==> src/rtl/sline_pkg.sv <==
package sline_pkg;
  typedef enum logic [1:0] {
    MODE_SE   = 2'd0,
    MODE_DIFF = 2'd1,
    MODE_RAW  = 2'd2,
    MODE_RSVD = 2'd3
  } mode_e;

  // filter length multiples per setting
  localparam int unsigned FILT_MULT [4] = '{1, 5, 10, 20};
endpackage

==> src/rtl/sline_filt.sv <==
module sline_filt
  import sline_pkg::*;
#(
  parameter int unsigned UNIT = 1
) (
  input  logic       clk_i,
  input  logic       rst_ni,
  input  logic [1:0] sel_i,
  input  logic       d_i,
  output logic       q_o
);
  localparam int unsigned MAXN = FILT_MULT[3] * UNIT;
  localparam int unsigned CW   = $clog2(MAXN + 1);

  logic [1:0]    sync_q;
  logic [CW-1:0] cnt_q, lim;
  logic          q_q;

  always_comb lim = CW'(FILT_MULT[sel_i] * UNIT - 1);

  always_ff @(posedge clk_i or negedge rst_ni) begin
    if (!rst_ni) begin
      sync_q <= '0;
      cnt_q  <= '0;
      q_q    <= 1'b0;
    end else begin
      sync_q <= {sync_q[0], d_i};
      if (sync_q[1] == q_q) cnt_q <= '0;
      else if (cnt_q >= lim) begin
        q_q   <= sync_q[1];
        cnt_q <= '0;
      end else cnt_q <= cnt_q + CW'(1);
    end
  end

  assign q_o = q_q;

  AST_FILT_CHANGE: assert property (@(posedge clk_i) disable iff (!rst_ni)
    (q_q != $past(q_q)) |-> ($past(sync_q[1]) != $past(q_q)));
endmodule

==> src/rtl/sline_tx.sv <==
module sline_tx #(
  parameter int unsigned CPB = 16
) (
  input  logic       clk_i,
  input  logic       rst_ni,
  input  logic [7:0] data_i,
  input  logic       valid_i,
  output logic       ready_o,
  output logic       line_o,
  output logic       busy_o,
  output logic       bit_o,
  output logic       first_half_o
);
  localparam int unsigned CW   = $clog2(CPB);
  localparam int unsigned HALF = CPB / 2;

  logic          busy_q, line_q;
  logic [CW-1:0] cnt_q;
  logic [2:0]    idx_q;
  logic [7:0]    sh_q;

  always_ff @(posedge clk_i or negedge rst_ni) begin
    if (!rst_ni) begin
      busy_q <= 1'b0;
      line_q <= 1'b0;
      cnt_q  <= '0;
      idx_q  <= '0;
      sh_q   <= '0;
    end else if (!busy_q) begin
      if (valid_i) begin
        busy_q <= 1'b1;
        cnt_q  <= '0;
        idx_q  <= '0;
        sh_q   <= data_i;
        line_q <= ~line_q;  // first boundary
      end
    end else begin
      cnt_q <= (cnt_q == CW'(CPB - 1)) ? '0 : cnt_q + CW'(1);
      if (cnt_q == CW'(HALF - 1) && !sh_q[0]) line_q <= ~line_q;
      if (cnt_q == CW'(CPB - 1)) begin
        line_q <= ~line_q;  // next or closing boundary
        sh_q   <= sh_q >> 1;
        idx_q  <= idx_q + 3'd1;
        if (idx_q == 3'd7) busy_q <= 1'b0;
      end
    end
  end

  assign ready_o      = ~busy_q;
  assign line_o       = line_q;
  assign busy_o       = busy_q;
  assign bit_o        = busy_q & sh_q[0];
  assign first_half_o = busy_q && (cnt_q < CW'(HALF));

  AST_TX_START: assert property (@(posedge clk_i) disable iff (!rst_ni)
    (busy_q && !$past(busy_q)) |-> $past(valid_i));
  AST_TX_LINE_QUIET: assert property (@(posedge clk_i) disable iff (!rst_ni)
    (line_q != $past(line_q)) |-> ($past(busy_q) || $past(valid_i)));
endmodule

==> src/rtl/sline_rx.sv <==
module sline_rx #(
  parameter int unsigned CPB = 16
) (
  input  logic       clk_i,
  input  logic       rst_ni,
  input  logic       raw_i,
  input  logic       d_i,
  input  logic       strb_i,
  output logic [7:0] data_o,
  output logic       valid_o,
  output logic       err_o
);
  localparam int unsigned QTR  = CPB / 4;
  localparam int unsigned HALF = CPB / 2;
  localparam int unsigned TMO  = CPB + QTR;
  localparam int unsigned CW   = $clog2(TMO + 2);

  logic          d_q, s_q, act_q, mid_q, valid_q, err_q;
  logic [CW-1:0] cnt_q;
  logic [2:0]    idx_q;
  logic [7:0]    sh_q, data_q;
  logic          chg, srise;

  assign chg   = d_i ^ d_q;
  assign srise = strb_i & ~s_q;

  always_ff @(posedge clk_i or negedge rst_ni) begin
    if (!rst_ni) begin
      d_q <= 1'b0; s_q <= 1'b0; act_q <= 1'b0; mid_q <= 1'b0;
      valid_q <= 1'b0; err_q <= 1'b0;
      cnt_q <= '0; idx_q <= '0; sh_q <= '0; data_q <= '0;
    end else begin
      d_q     <= d_i;
      s_q     <= strb_i;
      valid_q <= 1'b0;
      err_q   <= 1'b0;
      if (raw_i) begin
        if (!act_q) begin
          if (srise) begin
            act_q <= 1'b1; cnt_q <= CW'(1); idx_q <= '0;
          end
        end else begin
          cnt_q <= (cnt_q == CW'(CPB - 1)) ? '0 : cnt_q + CW'(1);
          if (cnt_q == CW'(HALF)) begin
            sh_q  <= {d_i, sh_q[7:1]};
            idx_q <= idx_q + 3'd1;
            if (idx_q == 3'd7) begin
              act_q <= 1'b0; valid_q <= 1'b1; data_q <= {d_i, sh_q[7:1]};
            end
          end
        end
      end else if (!act_q) begin
        if (chg) begin
          act_q <= 1'b1; cnt_q <= CW'(1); idx_q <= '0; mid_q <= 1'b0;
        end
      end else if (chg) begin
        if (cnt_q < CW'(QTR) || (cnt_q < CW'(HALF + QTR) && mid_q)) begin
          act_q <= 1'b0; err_q <= 1'b1;
        end else if (cnt_q < CW'(HALF + QTR)) begin
          mid_q <= 1'b1; cnt_q <= cnt_q + CW'(1);
        end else begin
          sh_q  <= {~mid_q, sh_q[7:1]};
          mid_q <= 1'b0;
          cnt_q <= CW'(1);
          idx_q <= idx_q + 3'd1;
          if (idx_q == 3'd7) begin
            act_q <= 1'b0; valid_q <= 1'b1; data_q <= {~mid_q, sh_q[7:1]};
          end
        end
      end else if (cnt_q >= CW'(TMO)) begin
        act_q <= 1'b0; err_q <= 1'b1;
      end else cnt_q <= cnt_q + CW'(1);
    end
  end

  assign data_o  = data_q;
  assign valid_o = valid_q;
  assign err_o   = err_q;

  AST_RX_EXCL: assert property (@(posedge clk_i) disable iff (!rst_ni)
    !(valid_q && err_q));
  AST_RX_WINDOW: assert property (@(posedge clk_i) disable iff (!rst_ni)
    cnt_q <= CW'(TMO));
endmodule

==> src/rtl/sline_port.sv <==
module sline_port
  import sline_pkg::*;
#(
  parameter int unsigned CPB       = 16,
  parameter int unsigned FILT_UNIT = 1
) (
  input  logic       clk_i,
  input  logic       rst_ni,
  input  logic [1:0] mode_i,
  input  logic [1:0] filt_sel_i,
  input  logic [7:0] tx_data_i,
  input  logic       tx_valid_i,
  output logic       tx_ready_o,
  output logic [7:0] rx_data_o,
  output logic       rx_valid_o,
  output logic       rx_err_o,
  input  logic [4:0] pin_i,
  output logic [4:0] pin_o,
  output logic [4:0] pin_oe_o
);
  mode_e mode;
  assign mode = mode_e'(mode_i);

  logic line, busy, tbit, first_half;
  logic diff_lvl_q;
  logic [1:0] src, filt;

  sline_tx #(.CPB(CPB)) u_tx (
    .clk_i, .rst_ni,
    .data_i(tx_data_i), .valid_i(tx_valid_i), .ready_o(tx_ready_o),
    .line_o(line), .busy_o(busy), .bit_o(tbit), .first_half_o(first_half)
  );

  // equal differential inputs keep the last decided level
  always_ff @(posedge clk_i or negedge rst_ni) begin
    if (!rst_ni) diff_lvl_q <= 1'b0;
    else if (pin_i[0] != pin_i[1]) diff_lvl_q <= pin_i[0];
  end

  assign src[0] = (mode == MODE_DIFF) ? diff_lvl_q : pin_i[0];
  assign src[1] = pin_i[3];

  for (genvar g = 0; g < 2; g++) begin : g_filt
    sline_filt #(.UNIT(FILT_UNIT)) u_filt (
      .clk_i, .rst_ni, .sel_i(filt_sel_i), .d_i(src[g]), .q_o(filt[g])
    );
  end

  sline_rx #(.CPB(CPB)) u_rx (
    .clk_i, .rst_ni,
    .raw_i(mode == MODE_RAW), .d_i(filt[0]), .strb_i(filt[1]),
    .data_o(rx_data_o), .valid_o(rx_valid_o), .err_o(rx_err_o)
  );

  always_comb begin
    case (mode)
      MODE_DIFF: begin
        pin_o    = {1'b0, ~line, line, 2'b00};
        pin_oe_o = 5'b01100;
      end
      MODE_RAW: begin
        pin_o    = {busy, 1'b0, first_half, tbit, 1'b0};
        pin_oe_o = 5'b10110;
      end
      default: begin
        pin_o    = {2'b00, busy, line, 1'b0};
        pin_oe_o = 5'b00110;
      end
    endcase
  end

  AST_DIFF_PAIR: assert property (@(posedge clk_i) disable iff (!rst_ni)
    (mode == MODE_DIFF) |-> (pin_o[3] != pin_o[2]));
endmodule

==> config.mk <==
export PLATFORM = sky130hd
export DESIGN_NAME = sline_port
export DESIGN_NICKNAME = d
export VERILOG_FILES = /design/src/rtl/sline_pkg.sv /design/src/rtl/sline_filt.sv /design/src/rtl/sline_tx.sv /design/src/rtl/sline_rx.sv /design/src/rtl/sline_port.sv
export SDC_FILE = /design/constraint.sdc
export NUM_CORES = 1
export LEC_CHECK = 0
export BUFFER_PORTS_ARGS = -buffer_cell sky130_fd_sc_hd__buf_2
export CORE_MARGIN = 2
export CORE_UTILIZATION = 50
export CTS_BUF_LIST = sky130_fd_sc_hd__clkbuf_8
export DETAILED_ROUTE_END_ITERATION = 12
export PLACE_DENSITY_LB_ADDON = 0.25
export SYNTH_ARGS = -nofsm -noshare
export SYNTH_HDL_FRONTEND = slang
export SYNTH_SLANG_ARGS = --single-unit
==> constraint.sdc <==
create_clock -name clk_i -period 4.35 [get_ports clk_i]
set_input_delay 0.87 -clock clk_i [delete_from_list [all_inputs] [get_ports clk_i]]
set_output_delay 0.87 -clock clk_i [all_outputs]
set_load 0.02 [all_outputs]
Word level (Yosys, flattened, before mapping):

Cells that the tools add are included.

* memories kept: 0
* bits in read-only memories: 0
* register bits: 64
* input port bits: 20
* bits in writable memories: 0
* output and inout port bits: 21
* latch bits: 0

* order comparisons: 7
* equality and inequality tests: 25
* reductions and logical operators: 17
* add/subtract/negate cells: 7
* div/mod/pow operators: 0
* bitwise operators: 11
* shift-type cells: 0
* multiply operators: 0
* muxes and demuxes: 91

Operator list (count)
* $mux W8: 19
* $mux W5: 16
* $bmux W32 S2: 1
* $mux W1: 38
* $mux W3: 12
* $pmux W5 S2: 2
* $add A5 B1 Y5 const B: 3
* $mux W4: 3
* $eq A5 B4 Y1 const B: 2
* $ge A5 B5 Y1: 2
* $ne A2 B2 Y1 const B: 5
* $reduce_and A5 Y1: 2
* $ne A3 B3 Y1 const B: 3
* $reduce_and A2 Y1: 4
* $not A1 Y1: 7
* $reduce_and A7 Y1: 1
* $add A3 B1 Y3 const B: 2
* $eq A3 B3 Y1 const B: 2
* $ne A3 B2 Y1 const B: 2
* $ge A5 B5 Y1 const B: 1
* $lt A5 B3 Y1 const B: 1
* $lt A5 B4 Y1 const B: 1
* $sub A5 B1 Y5 const B: 1
* $add A4 B1 Y4 const B: 1
* other kinds (21): 27

Longest topological paths before layout:

Gate-level depths: netlist of run 1.

* word-level depth: 8
* mapped depth: 9
* depth with buffers taken out: 9

Modules after synthesis:

Synthesis of run 1 repeated with hierarchy kept, for this count alone.

* cells, all modules: 315
* area total of the unflattened synthesis: 3388.2 um2

Modules (own cells, without submodules)
* sline_rx: sequential area each 725.7 um2, instances 1, area each 1395.1 um2, cells an instance 129
* sline_filt: sequential area each 200.2 um2, instances 2, area each 488.0 um2, cells an instance 43
* sline_tx: sequential area each 425.4 um2, instances 1, area each 833.3 um2, cells an instance 75
* sline_port: sequential area each 25.0 um2, instances 1, area each 183.9 um2, cells an instance 25

Worst setup path after synthesis of run 1:

OpenSTA, ideal clock, no wires.

* path kind: input -> output
* from: input mode_i[0]
* to: output pin_o[1]
* setup slack: 839 ps
* data required time: 3480 ps
* arrival time: 2641 ps
* stages: 7
* cell sequence: inv_1 -> ha_1 -> clkbuf_1 -> clkbuf_1 -> and2_1 -> nand2_1 -> o21ai_0

* cells in the longest elaborated chain, start to end: 2
* elaborated cells between the ends (all ways): 3

Ends and longest elaborated chain
* start, declared: line sline_port.sv:9 `input logic [1:0] mode_i,`
* $eq A2 B2 Y1 / $eq A2 B1 Y1 (equally long branches): line sline_port.sv:56 `case (mode)`
* $pmux W5 S2 (*): line sline_port.sv:56
* end, declared: line sline_port.sv:18 `output logic [4:0] pin_o,`

Every way passes the cells marked *; elsewhere a longest branch is shown, timed or not.

Worst setup path after layout of run 1:

Same ends and word-level chain as after synthesis.

==> key figures, run 1 <==
Outcome
  • Outcome: finished, final reports clean

Setup path
  • Reg-to-reg setup timing slack: roughly 1900 ps
  • Critical path cell sequence: buf_2 -> inv_1 -> ha_1 -> and2_1 -> nand2_1 -> o21ai_0 -> buf_2
  • Critical Path RT: 3480 ps
  • RR Endpoint: u_rx.data_o[0]
  • Setup CP Type: in -> out
  • Crit path DAT: roughly 2300 ps
  • Crit path capture type: output pin
  • Slowest stage delay, CP: roughly 600 ps
  • CP max stage cell: ha_1
  • Critical R2R Launch: u_rx.cnt_q[0]
  • CP max FO: 19
  • CP startpoint kind: primary input
  • Worst R2R Path Depth: 6
  • Most repeated library cell on the critical path: buf_2

Placed design
  • HPWL after DPL: 3890 um
  • Placed insts: 402
  • Post-DP Area: roughly 3500 um2
  • Final Wtd Congestion: 0.800
  • Port buffer count: 35

Route
  • Vias per inst: around 5.3
  • Total Wirelength: 5670 um
  • DRC violations left: 0
  • DR vias: 2222
  • Iter 0 DRT Violations: 95
  • TritonRoute pass-1 iters: 4
  • Routed Antenna Nets: 0
  • Wirelength per Cell: 13.6 um

Finish
  • Area grow syn2layout: 14.2%
  • Layout cells sized above 1: 24.0%
  • Ant. Diodes: 0
  • Nets: 376
  • Non-Filler Instances: 418
  • Reg area: 1580 um2
  • Final Cell Area: 3710 um2
  • Multi-input logic area: ~1500 um2
  • Fillers: 562

Global routing
  • First-pass GRT wire length: 9960 um
  • Largest net degree at the start of global routing: 35
  • Total Routing Usage GR: 17.5%
  • Initial antenna violation count: 0
  • Total gr overflow: 0
  • Number of global-route vias before repair: 2186

CTS
  • Clock Tree Buf Depth: 2
  • Post-CTS Resized: 0
  • Htree depth: 3
  • CTS root buf: clkbuf_8
  • CTS tree: built
  • CTS Hold Buffers Added: 0
  • Clock sink total: 63
  • Worst-Skew Late Latency: 340 ps
  • TritonCTS buffer count: 9
  • # Post-CTS Setup Buffers: 0
  • Worst-path clk slew: 60 ps

Timing
  • Max Clock Skew: just over 10 ps
  • Hold Fails Final Rpt: 0
  • Worst-margin pin slew: 759 ps
  • Period minus WS final: around 3200 ps
  • Hold Worst Slack: 348 ps
  • RSZ-0062 raised after global routing: no
  • Fin crit share: between 70% and 80%
  • Setup TNS: 0 ps
  • Final setup fails: 0
  • Pins over their slew limit: 0
  • Max-slew headroom: just under 50%
  • Max Freq: 0.312 GHz

Min path
  • Hold EP: g_filt[0].u_filt.sync_q[1]
  • Hold Path Origin: g_filt[0].u_filt.sync_q[0]
  • WHS Path Cells: 0
  • Type of the most critical hold path: reg -> reg

Power
  • PD cells: 572 nW/um2
  • Sw Pwr: 720 uW
  • Total power: 2120 uW
  • Worst VDD drop: 0.316 mV
  • Combinational power share: 28.7%
  • Clock share of power: between 20% and 30%
  • Leakage: 0.00186 uW
  • Sequential share of power: 41.8%
  • Switch share: ~34%
  • Cell Int Power: 1400 uW

Run
  • Max Cap Viol: 0

Yosys
  • Unique cell type count in the Yosys netlist: 49
  • Fraction of registers with async set/reset: 100%
  • Syn. warnings: 0
  • Sequential share of the synthesized area: 48.6%
  • Syn avg cell area: 10.8 um2
  • Seq cells post-synth: between 60 and 70
  • Top_reg_cell synth: dfrtp_1
  • Post-Synthesis Cells: 300
  • Mapped cell area: 3250 um2
  • Post-synth EDFFs: 0

Floorplanning
  • Die Span Y: 84.6 um
  • Core area: 6310 um2
  • Num rows: 29
  • I/O pins: a little over 40
  • Starting Density: 51.4%
  • DIE AREA: 7150 um2
  • Die W: between 80 and 90 um
[sequential cells by signal (all words and copies together) (netlist names), 4 cells and up]
signal / count
g_filt.u_filt.cnt_q: 10
g_filt.u_filt.sync_q: 4
u_rx.cnt_q: 5
u_rx.data_o: 8
u_rx.sh_q: 7
u_tx.cnt_q: 4
u_tx.sh_q: 8
[cell usage after synthesis, drive strengths merged, types with 2 or more instances]
master / n / area share, %
a311oi: 2 / 0.54
or3b: 2 / 0.54
a22o: 3 / 0.81
xor2: 7 / 1.9
o21ai: 25 / 3.9
nor2: 17 / 2.0
nand3b: 2 / 0.46
nor3: 3 / 0.46
o211ai: 2 / 0.62
ha: 20 / 7.7
o31ai: 5 / 1.2
mux2i: 8 / 2.5
and3: 2 / 0.39
nor2b: 2 / 0.39
nand2b: 6 / 1.2
xnor2: 6 / 2.2
a32o: 2 / 0.62
buf: 9 / 1.8
a211oi: 2 / 0.46
and2: 6 / 1.2
dfrtp: 63 / 49
mux2: 20 / 7.9
nand2: 26 / 3.1
clkbuf: 4 / 0.46
conb: 2 / 0.23
a21oi: 13 / 2.1
nand3: 11 / 1.7
inv: 18 / 2.1
[metal layers]
| metal | share of wire [%] | wire (um) | GRT usage, % | vias to the layer above |
|---|---|---|---|---|
| met4 | 1.1 | 61 | 6.06 | 0 |
| li1 | - | - | - | 1111 |
| met2 | 48 | 2730 | 27.6 | 36 |
| met3 | 3.8 | 218 | 5.01 | 8 |
| met5 | 0 | 0 | 0 | - |
| met1 | 47 | 2650 | 23.2 | 1067 |
[per-stage QoR]
stage,util (%),setup slack [ps]
6_report,58.7,1150
3_3_place_gp,54.8,1140
4_1_cts,58.7,1120
2_1_floorplan,-,839
3_5_place_dp,54.8,1120
5_1_grt,58.7,1010
[how the worst max path moves through the flow]
stage	startpoint	to	cells after the start
after floorplan	mode_i[0]	pin_o[1]	7
after global placement	mode_i[0]	pin_o[1]	7
after detailed placement	mode_i[0]	pin_o[1]	7
after CTS	mode_i[0]	pin_o[1]	7
after global routing	mode_i[0]	pin_o[1]	7
final	mode_i[0]	pin_o[1]	7
[layout by cell type (no fill, tap or decap), types with 3 or more instances in the layout]
| master | synthesis | final |
|---|---|---|
| xor2_1 | 7 | 7 |
| nor2_1 | 16 | 16 |
| a22o_1 | 3 | 3 |
| o21ai_0 | 25 | 25 |
| nand3_1 | 11 | 11 |
| and2_1 | 6 | 6 |
| dfrtp_1 | 63 | 63 |
| nor3_1 | 3 | 3 |
| clkbuf_8 | 0 | 10 |
| nand2_1 | 25 | 25 |
| nand2b_1 | 6 | 6 |
| a21oi_1 | 12 | 12 |
| bufinv_16 | 0 | 3 |
| mux2_2 | 12 | 12 |
| mux2i_1 | 8 | 8 |
| mux2_4 | 8 | 8 |
| o31ai_1 | 5 | 5 |
| buf_2 | 3 | 35 |
| inv_1 | 18 | 18 |
| ha_1 | 20 | 20 |
| xnor2_1 | 5 | 5 |
| conb_1 | 2 | 3 |
[worst max-delay path: cells and delay by family]
kind	cells	cell delay [ps]
AO/OA/AOI/OAI	1	200
buffers and inverters	3	380
adder cells (fa/ha/maj)	1	600
AND/OR/NAND/NOR	2	290
[logic make-up (layout without fill, tap and decap cells)]
family / Yosys count / after routing / synth area share, %
muxes: 28 / 28 / 10.3
and+or+nand+nor: 81 / 81 / 12.3
other: 2 / 3 / 0.231
buffers and inverters: 31 / 71 / 4.39
AOI/OAI and AO/OA: 62 / 62 / 12.4
adders and majority gates: 20 / 20 / 7.71
DFF: 63 / 63 / 48.6
xor gates and xnor gates: 13 / 13 / 4.08
[area by class of cell]
type	instances	share of cell area (%)
well taps	77	2.60
clock buffers	10	3.71
clock inverters	6	2.90
multi-input cells	207	41.3
flip-flops and latches	63	42.5
inverters	18	1.82
repair buffers	37	5.13
[power by group through the flow]
stage               clock (uW)  sequential (uW)  combinational [uW]
global placement             0              887                 588
floorplan                    0              838                 527
finish                     627              887                 608
global route               668              914                 701
detailed placement           0              893                 610
CTS                        642              885                 613
Power figures use the tool's default switching activity.
==> run 2: changes to the inputs <==
- ABC_AREA: unset -> 1
- clock period: 4.35 -> 3.1 ns (I/O delays scaled with it)
==> run 2 against run 1 <==
Total power grew 35%. Worst setup slack lost 480 ps. First-iteration DRC count grew 140%. Die area grew 3.1%. Critical path type unchanged. Critical endpoint unchanged. Largest cell class unchanged.
==> key figures, run 2 <==
Floorplanning
  • Num rows: 29 (unchanged)
  • Starting Density: 52.2% (was 51.4%)
  • Die Span Y: 85.9 um (was 84.6 um)
  • Die W: 85.9 um (was 84.6 um)
  • I/O pins: 41 (unchanged)
  • Core area: 6420 um2 (was 6310 um2)
  • DIE AREA: 7370 um2 (was 7150 um2)

Finish
  • Commonest non-fill, non-tap cell in the layout: nand2_1 (was dfrtp_1)
  • Area grow syn2layout: 11.9% (was 14.2%)
  • Most frequent cells in the layout: nand2_1 (126), dfrtp_1 (63), inv_1 (56) (was dfrtp_1 (63), buf_2 (35), nand2_1 (25), o21ai_0 (25), ha_1 (20))
  • Fillers: 568 (was 562)
  • Ant. Diodes: 0 (unchanged)
  • Reg with most FFs: g_filt.u_filt.cnt_q (unchanged)
  • Layout cells sized above 1: 15.6% (was 24.0%)
  • Number of flip-flops in the largest register: 10 (unchanged)
  • Nets: 490 (was 376)
  • Post-layout util: 58.4% (was 58.7%)

Global routing
  • First-pass GRT wire length: 10800 um (was 9960 um)
  • Largest net degree at the start of global routing: 34 (was 35)
  • Initial antenna violation count: 0 (unchanged)
  • Total gr overflow: 0 (unchanged)
  • Total Routing Usage GR: 18.3% (was 17.5%)
  • Number of global-route vias before repair: 2475 (was 2186)

Setup path
  • Worst R2R Path Depth: 9 (was 6)
  • CP startpoint kind: primary input (unchanged)
  • Critical R2R Launch: u_rx.cnt_q[0] (unchanged)
  • Crit path capture type: output pin (unchanged)
  • Origin of the worst setup path: mode_i[0] (unchanged)
  • Crit path DAT: 1810 ps (was 2330 ps)
  • Critical Path RT: 2480 ps (was 3480 ps)
  • Setup CP Type: in -> out (unchanged)
  • CP max FO: 11 (was 19)

Run
  • Max Cap Viol: 0 (unchanged)

Yosys
  • Ranking of synthesized cells by area: dfrtp_1 (47%), nand2_1 (14%), ha_1 (7.5%) (was dfrtp_1 (49%), ha_1 (7.7%), mux2_2 (4.2%))
  • Synth top area share: 47.0% (was 48.6%)
  • Yosys top cell by area: dfrtp_1 (unchanged)
  • Syn. warnings: 0 (unchanged)
  • Post-synth EDFFs: 0 (unchanged)
  • Sequential share of the synthesized area: 47.0% (was 48.6%)
  • Most frequent cell after synthesis: nand2_1 (was dfrtp_1)
  • Most common library cells after synthesis: nand2_1 (126), dfrtp_1 (63), inv_1 (54) (was dfrtp_1 (63), nand2_1 (25), o21ai_0 (25))
  • Seq cells post-synth: 63 (unchanged)
  • Top_reg_cell synth: dfrtp_1 (unchanged)
  • Post-Synthesis Cells: 411 (was 300)
  • Syn avg cell area: 8.16 um2 (was 10.8 um2)
  • Unique cell type count in the Yosys netlist: 30 (was 49)
  • Mapped cell area: 3350 um2 (was 3250 um2)
  • Fraction of registers with async set/reset: 100% (unchanged)

Power
  • PD cells: 762 nW/um2 (was 572 nW/um2)
  • Worst VDD drop: 0.420 mV (was 0.316 mV)
  • Leakage: 0.00207 uW (was 0.00186 uW)

Route
  • TritonRoute pass-1 iters: 6 (was 4)
  • Routed Antenna Nets: 0 (unchanged)
  • Wirelength per Cell: 11.4 um (was 13.6 um)
  • Total Wirelength: 6050 um (was 5670 um)
  • Vias per inst: 4.93 (was 5.32)
  • Iter 0 DRT Violations: 226 (was 95)
  • DR vias: 2621 (was 2222)
  • DRC violations left: 0 (unchanged)

CTS
  • Clock sink total: 63 (unchanged)
  • Worst-path clk slew: 70 ps (was 60 ps)
  • CTS Hold Buffers Added: 0 (unchanged)
  • TritonCTS buffer count: 9 (unchanged)
  • Htree depth: 3 (unchanged)
  • Post-CTS Resized: 0 (unchanged)
  • Worst-Skew Late Latency: 330 ps (was 340 ps)
  • CTS root buf: clkbuf_8 (unchanged)
  • CTS tree: built (unchanged)
  • Clock Tree Buf Depth: 2 (unchanged)
  • # Post-CTS Setup Buffers: 0 (unchanged)

Placed design
  • Final Wtd Congestion: 0.854 (was 0.800)
  • Port buffer count: 35 (unchanged)
  • HPWL after DPL: 4480 um (was 3890 um)

Min path
  • Type of the most critical hold path: in -> async (was reg -> reg)

Timing
  • Hold Fails Final Rpt: 0 (unchanged)
  • Max Clock Skew: 11.1 ps (was 10.4 ps)
  • Setup TNS: 0 ps (unchanged)
  • RSZ-0062 raised after global routing: no (unchanged)
  • Final setup fails: 0 (unchanged)
  • Pins over their slew limit: 0 (unchanged)
  • Max Freq: 0.412 GHz
  • Period minus WS final: 2430 ps
  • Worst-margin pin slew: 703 ps (was 759 ps)
  • Max-slew headroom: 53.1% (was 49.4%)
  • Fin crit share: 78.2%
  • Hold Worst Slack: 324 ps (was 348 ps)

Outcome
  • Outcome: finished, final reports clean (unchanged)
==> run 2: cell count changes after synthesis, sizes merged, moves of 6 or more <==
cell | before | now
a21oi | 13 | 7
a31oi | 1 | 7
and2 | 6 | 0
inv | 18 | 56
mux2 | 20 | 1
mux2i | 8 | 0
nand2 | 26 | 133
nand2b | 6 | 0
nand3 | 11 | 25
nor2 | 17 | 39
==> run 2: final timing paths <==
path,slack (ps),endpoint
worst max-delay path,670,pin_o[1]
worst min-delay path,320,u_tx.sh_q[5]
worst max register to register,1330,u_rx.data_o[4]
worst min register to register,360,g_filt[0].u_filt.sync_q[1]
max in group asynchronous,1980,g_filt[0].u_filt.cnt_q[2]
min in group clk_i,360,g_filt[0].u_filt.sync_q[1]
==> run 2: cell type report <==
cell class / instances / area, um2 / share of cell area (%)
inverters: 56 / 210 / 5.60
clock buffers: 11 / 151 / 4.03
flip-flops and latches: 63 / 1580 / 42.0
clock inverters: 5 / 25.0 / 0.667
repair buffers: 37 / 190 / 5.07
well taps: 77 / 96.3 / 2.57
multi-input cells: 283 / 1500 / 40.0
==> run 2: power breakdown <==
part	internal [uW]	total, uW	switching (uW)
registers	1060	1260	199
logic	370	963	593
clock network	325	633	307
total	1760	2860	1100
==> run 2: cell families (layout without fill, tap and decap cells) <==
kind of cell	count (synthesis)	count (layout)	synth area share [%]
multiplexers	1	1	0.336
AND/OR/NAND/NOR	200	200	24.6
adder cells (fa/ha/maj)	20	20	7.47
other	2	3	0.224
flip-flops	63	63	47.0
XOR/XNOR	12	12	3.14
buffers and inverters	66	109	8.25
AO/OA/AOI/OAI	47	47	9.00
==> run 2: through the flow <==
stage | cell area (um2) | cells | setup WS [ps] | total power (uW)
4_1_cts | 3750 | 532 | 693 | 2890
3_3_place_gp | 3580 | 516 | 683 | 2200
2_1_floorplan | 3360 | 412 | 799 | 2010
3_5_place_dp | 3580 | 516 | 656 | 2240
6_report | 3750 | 532 | 674 | 2860
5_1_grt | 3750 | 532 | 537 | 3110
==> run 2: worst max-delay path: stages <==
cell and delay, ps:
buf_2 120, inv_1 50, ha_1 460, nand2_1 100, inv_1 80, nand3_1 60
o21ai_0 100, buf_2 210
==> run 2: layer usage <==
layer  vias to the layer above  global-route usage (%)  share of wire (%)
met5                         -                       0                  0
met4                         0                    6.49                1.6
met3                        11                    4.33                4.9
met2                        68                    28.3                 44
met1                      1185                    25.2                 49
li1                       1357                       -                  -
==> run 3: changes to the inputs <==
- ABC_AREA: 1 -> 0
- clock period: 3.1 -> 2.22 ns (I/O delays scaled with it)
==> run 3 against run 2 <==
Critical path type is now reg -> reg. Total power is 39% higher. Core utilization increased by 1.1 points. Sequential power up 37%. Global-route usage down 0.40 points. Clock skew fell by 0.80 ps. Critical endpoint is now u_rx.sh_q[7]. Wire length shrank 6.2%. Critical path depth is the same. Die area decreased by 3.0%. Final cell count down 20%.
==> key figures, run 3 (synthesized netlist as in run 1, its figures left out) <==
Outcome
  • Outcome: finished, final reports clean (unchanged)

Setup path
  • Reg-to-reg setup timing slack: 200 ps (was 1330 ps)
  • Critical Path RT: 2440 ps (was 2480 ps)
  • Worst R2R Path Depth: 8 (was 9)
  • Setup CP Type: reg -> reg (was in -> out)
  • RR Endpoint: u_rx.sh_q[7] (was u_rx.data_o[4])
  • CP startpoint kind: flip-flop (was primary input)
  • Critical R2R Launch: u_rx.cnt_q[0] (unchanged)
  • Crit path capture type: flip-flop (was output pin)
  • CP max FO: 8 (was 11)
  • Crit path DAT: 2240 ps (was 1810 ps)

Floorplanning
  • DIE AREA: 7150 um2 (was 7370 um2)
  • Die Span Y: 84.6 um (was 85.9 um)
  • I/O pins: 41 (unchanged)
  • Core area: 6310 um2 (was 6420 um2)
  • Die W: 84.6 um (was 85.9 um)
  • Starting Density: 51.4% (was 52.2%)
  • Num rows: 29 (unchanged)

Route
  • TritonRoute pass-1 iters: 4 (was 6)
  • Wirelength per Cell: 13.3 um (was 11.4 um)
  • DRC violations left: 0 (unchanged)
  • Iter 0 DRT Violations: 118 (was 226)
  • Vias per inst: 5.37 (was 4.93)
  • DR vias: 2295 (was 2621)
  • Total Wirelength: 5680 um (was 6050 um)
  • Routed Antenna Nets: 0 (unchanged)

Power
  • Sequential share of power: 43.2% (was 44.2%)
  • Switch share: 36.0% (was 38.5%)
  • Leakage: 0.00189 uW (was 0.00207 uW)
  • Worst VDD drop: 0.609 mV (was 0.420 mV)
  • PD cells: 1060 nW/um2 (was 762 nW/um2)
  • Sw Pwr: 1430 uW (was 1100 uW)
  • Combinational power share: 32.3% (was 33.7%)
  • Clock share of power: 24.6% (was 22.1%)
  • Cell Int Power: 2550 uW (was 1760 uW)

Finish
  • Multi-input logic area: 1540 um2 (was 1500 um2)
  • Nets: 385 (was 490)
  • Layout cells sized above 1: 26.9% (was 15.6%)
  • Non-Filler Instances: 427 (was 532)
  • Reg with most FFs: g_filt.u_filt.cnt_q (unchanged)
  • Commonest non-fill, non-tap cell in the layout: dfrtp_1 (was nand2_1)
  • Ant. Diodes: 0 (unchanged)
  • Number of flip-flops in the largest register: 10 (unchanged)
  • Most frequent cells in the layout: dfrtp_1 (63), buf_2 (35), nand2_1 (25) (was nand2_1 (126), dfrtp_1 (63), inv_1 (56))
  • Reg area: 1580 um2 (unchanged)
  • Area grow syn2layout: 15.8% (was 11.9%)
  • Fillers: 550 (was 568)

CTS
  • Clock Tree Buf Depth: 2 (unchanged)
  • Clock sink total: 63 (unchanged)
  • CTS tree: built (unchanged)
  • CTS root buf: clkbuf_8 (unchanged)
  • # Post-CTS Setup Buffers: 0 (unchanged)
  • Worst-Skew Late Latency: 340 ps (was 330 ps)
  • TritonCTS buffer count: 9 (unchanged)
  • Htree depth: 3 (unchanged)
  • Worst-path clk slew: 70 ps (about the same)

Timing
  • RSZ-0062 raised after global routing: no (unchanged)
  • Hold Worst Slack: 88.6 ps (was 324 ps)
  • Fin crit share: 90.8%
  • Max Clock Skew: 10.3 ps (was 11.1 ps)
  • Max-slew headroom: 60.7% (was 53.1%)
  • Setup TNS: 0 ps (unchanged)
  • Max Freq: about 0.50 GHz
  • Hold Fails Final Rpt: 0 (unchanged)
  • Fin worst setup slack: 204 ps (was 674 ps)
  • Pins over their slew limit: 0 (unchanged)
  • Final setup fails: 0 (unchanged)
  • Worst-margin pin slew: 584 ps (was 703 ps)
  • Period minus WS final: 2020 ps

Placed design
  • HPWL after DPL: 4030 um (was 4480 um)
  • Port buffer count: 35 (unchanged)
  • Setup WS pre-CTS: 15.9 ps (was 656 ps)
  • Final Wtd Congestion: 0.798 (was 0.854)
  • Placed insts: 411 (was 516)

Global routing
  • First-pass GRT wire length: 10300 um (was 10800 um)
  • Initial antenna violation count: 0 (unchanged)
  • Total Routing Usage GR: 17.9% (was 18.3%)
  • Number of global-route vias before repair: 2257 (was 2475)
  • Largest net degree at the start of global routing: 64 (was 34)
  • Total gr overflow: 0 (unchanged)

Run
  • Max Cap Viol: 0 (unchanged)

Min path
  • Type of the most critical hold path: in -> async (unchanged)
## run 3: timing repair
item                       in CTS  in global routing
setup endpoints to repair       1                  0
gates resized for setup         1                  0
hold buffers                    0                  0
## run 3: how the worst max path moves through the flow
stage / end / slack [ps] / cells past startpoint / from
3_5_place_dp: u_tx.line_o / 20 / 6 / u_tx.cnt_q[0]
3_3_place_gp: u_tx.line_o / 70 / 6 / u_tx.cnt_q[0]
4_1_cts: u_rx.sh_q[7] / 190 / 8 / u_rx.cnt_q[0]
5_1_grt: u_rx.cnt_q[2] / 40 / 8 / u_rx.cnt_q[0]
6_report: u_rx.sh_q[7] / 200 / 8 / u_rx.cnt_q[0]
2_1_floorplan: pin_o[2] / 20 / 6 / mode_i[0]
## run 3: routing by layer
| metal | track usage [%] | part of all wire, % | vias to the layer above |
|---|---|---|---|
| li1 | - | - | 1127 |
| met3 | 4.13 | 4.0 | 8 |
| met4 | 6.93 | 1.4 | 0 |
| met2 | 29.1 | 48 | 43 |
| met5 | 0 | 0 | - |
| met1 | 23.3 | 47 | 1117 |
## run 3: critical path, cell delays in order, from the launching register on
cell and delay [ps]:
dfrtp_1 430, inv_1 70, ha_1 190, nor4bb_1 130, buf_4 150, mux2_2 270, buf_4 150, nand2_2 160
mux2_2 360
## run 3: final cells by class
| class | count | share of cell area, % |
|---|---|---|
| multi-input combinational | 207 | 40.9 |
| clock buffer | 9 | 3.30 |
| tap | 77 | 2.56 |
| timing repair buffer | 46 | 7.52 |
| clock inverter | 7 | 1.93 |
| sequential | 63 | 41.9 |
| inverter | 18 | 1.80 |
## run 3: through the flow
stage          instance area [um2]  power (uW)  util (%)
4_1_cts                       3760        4040      59.5
3_5_place_dp                  3560        3040      56.4
5_1_grt                       3760        4320      59.5
2_1_floorplan                 3260        2680         -
3_3_place_gp                  3560        2960      56.4
6_report                      3760        3980      59.5
## run 3: power groups by stage
stage               Sequential (uW)  Clock [uW]  Combinational (uW)
floorplan                      1640           0                1040
global placement               1720           0                1240
detailed placement             1740           0                1300
CTS                            1720        1010                1310
global route                   1770        1060                1500
finish                         1720         979                1280
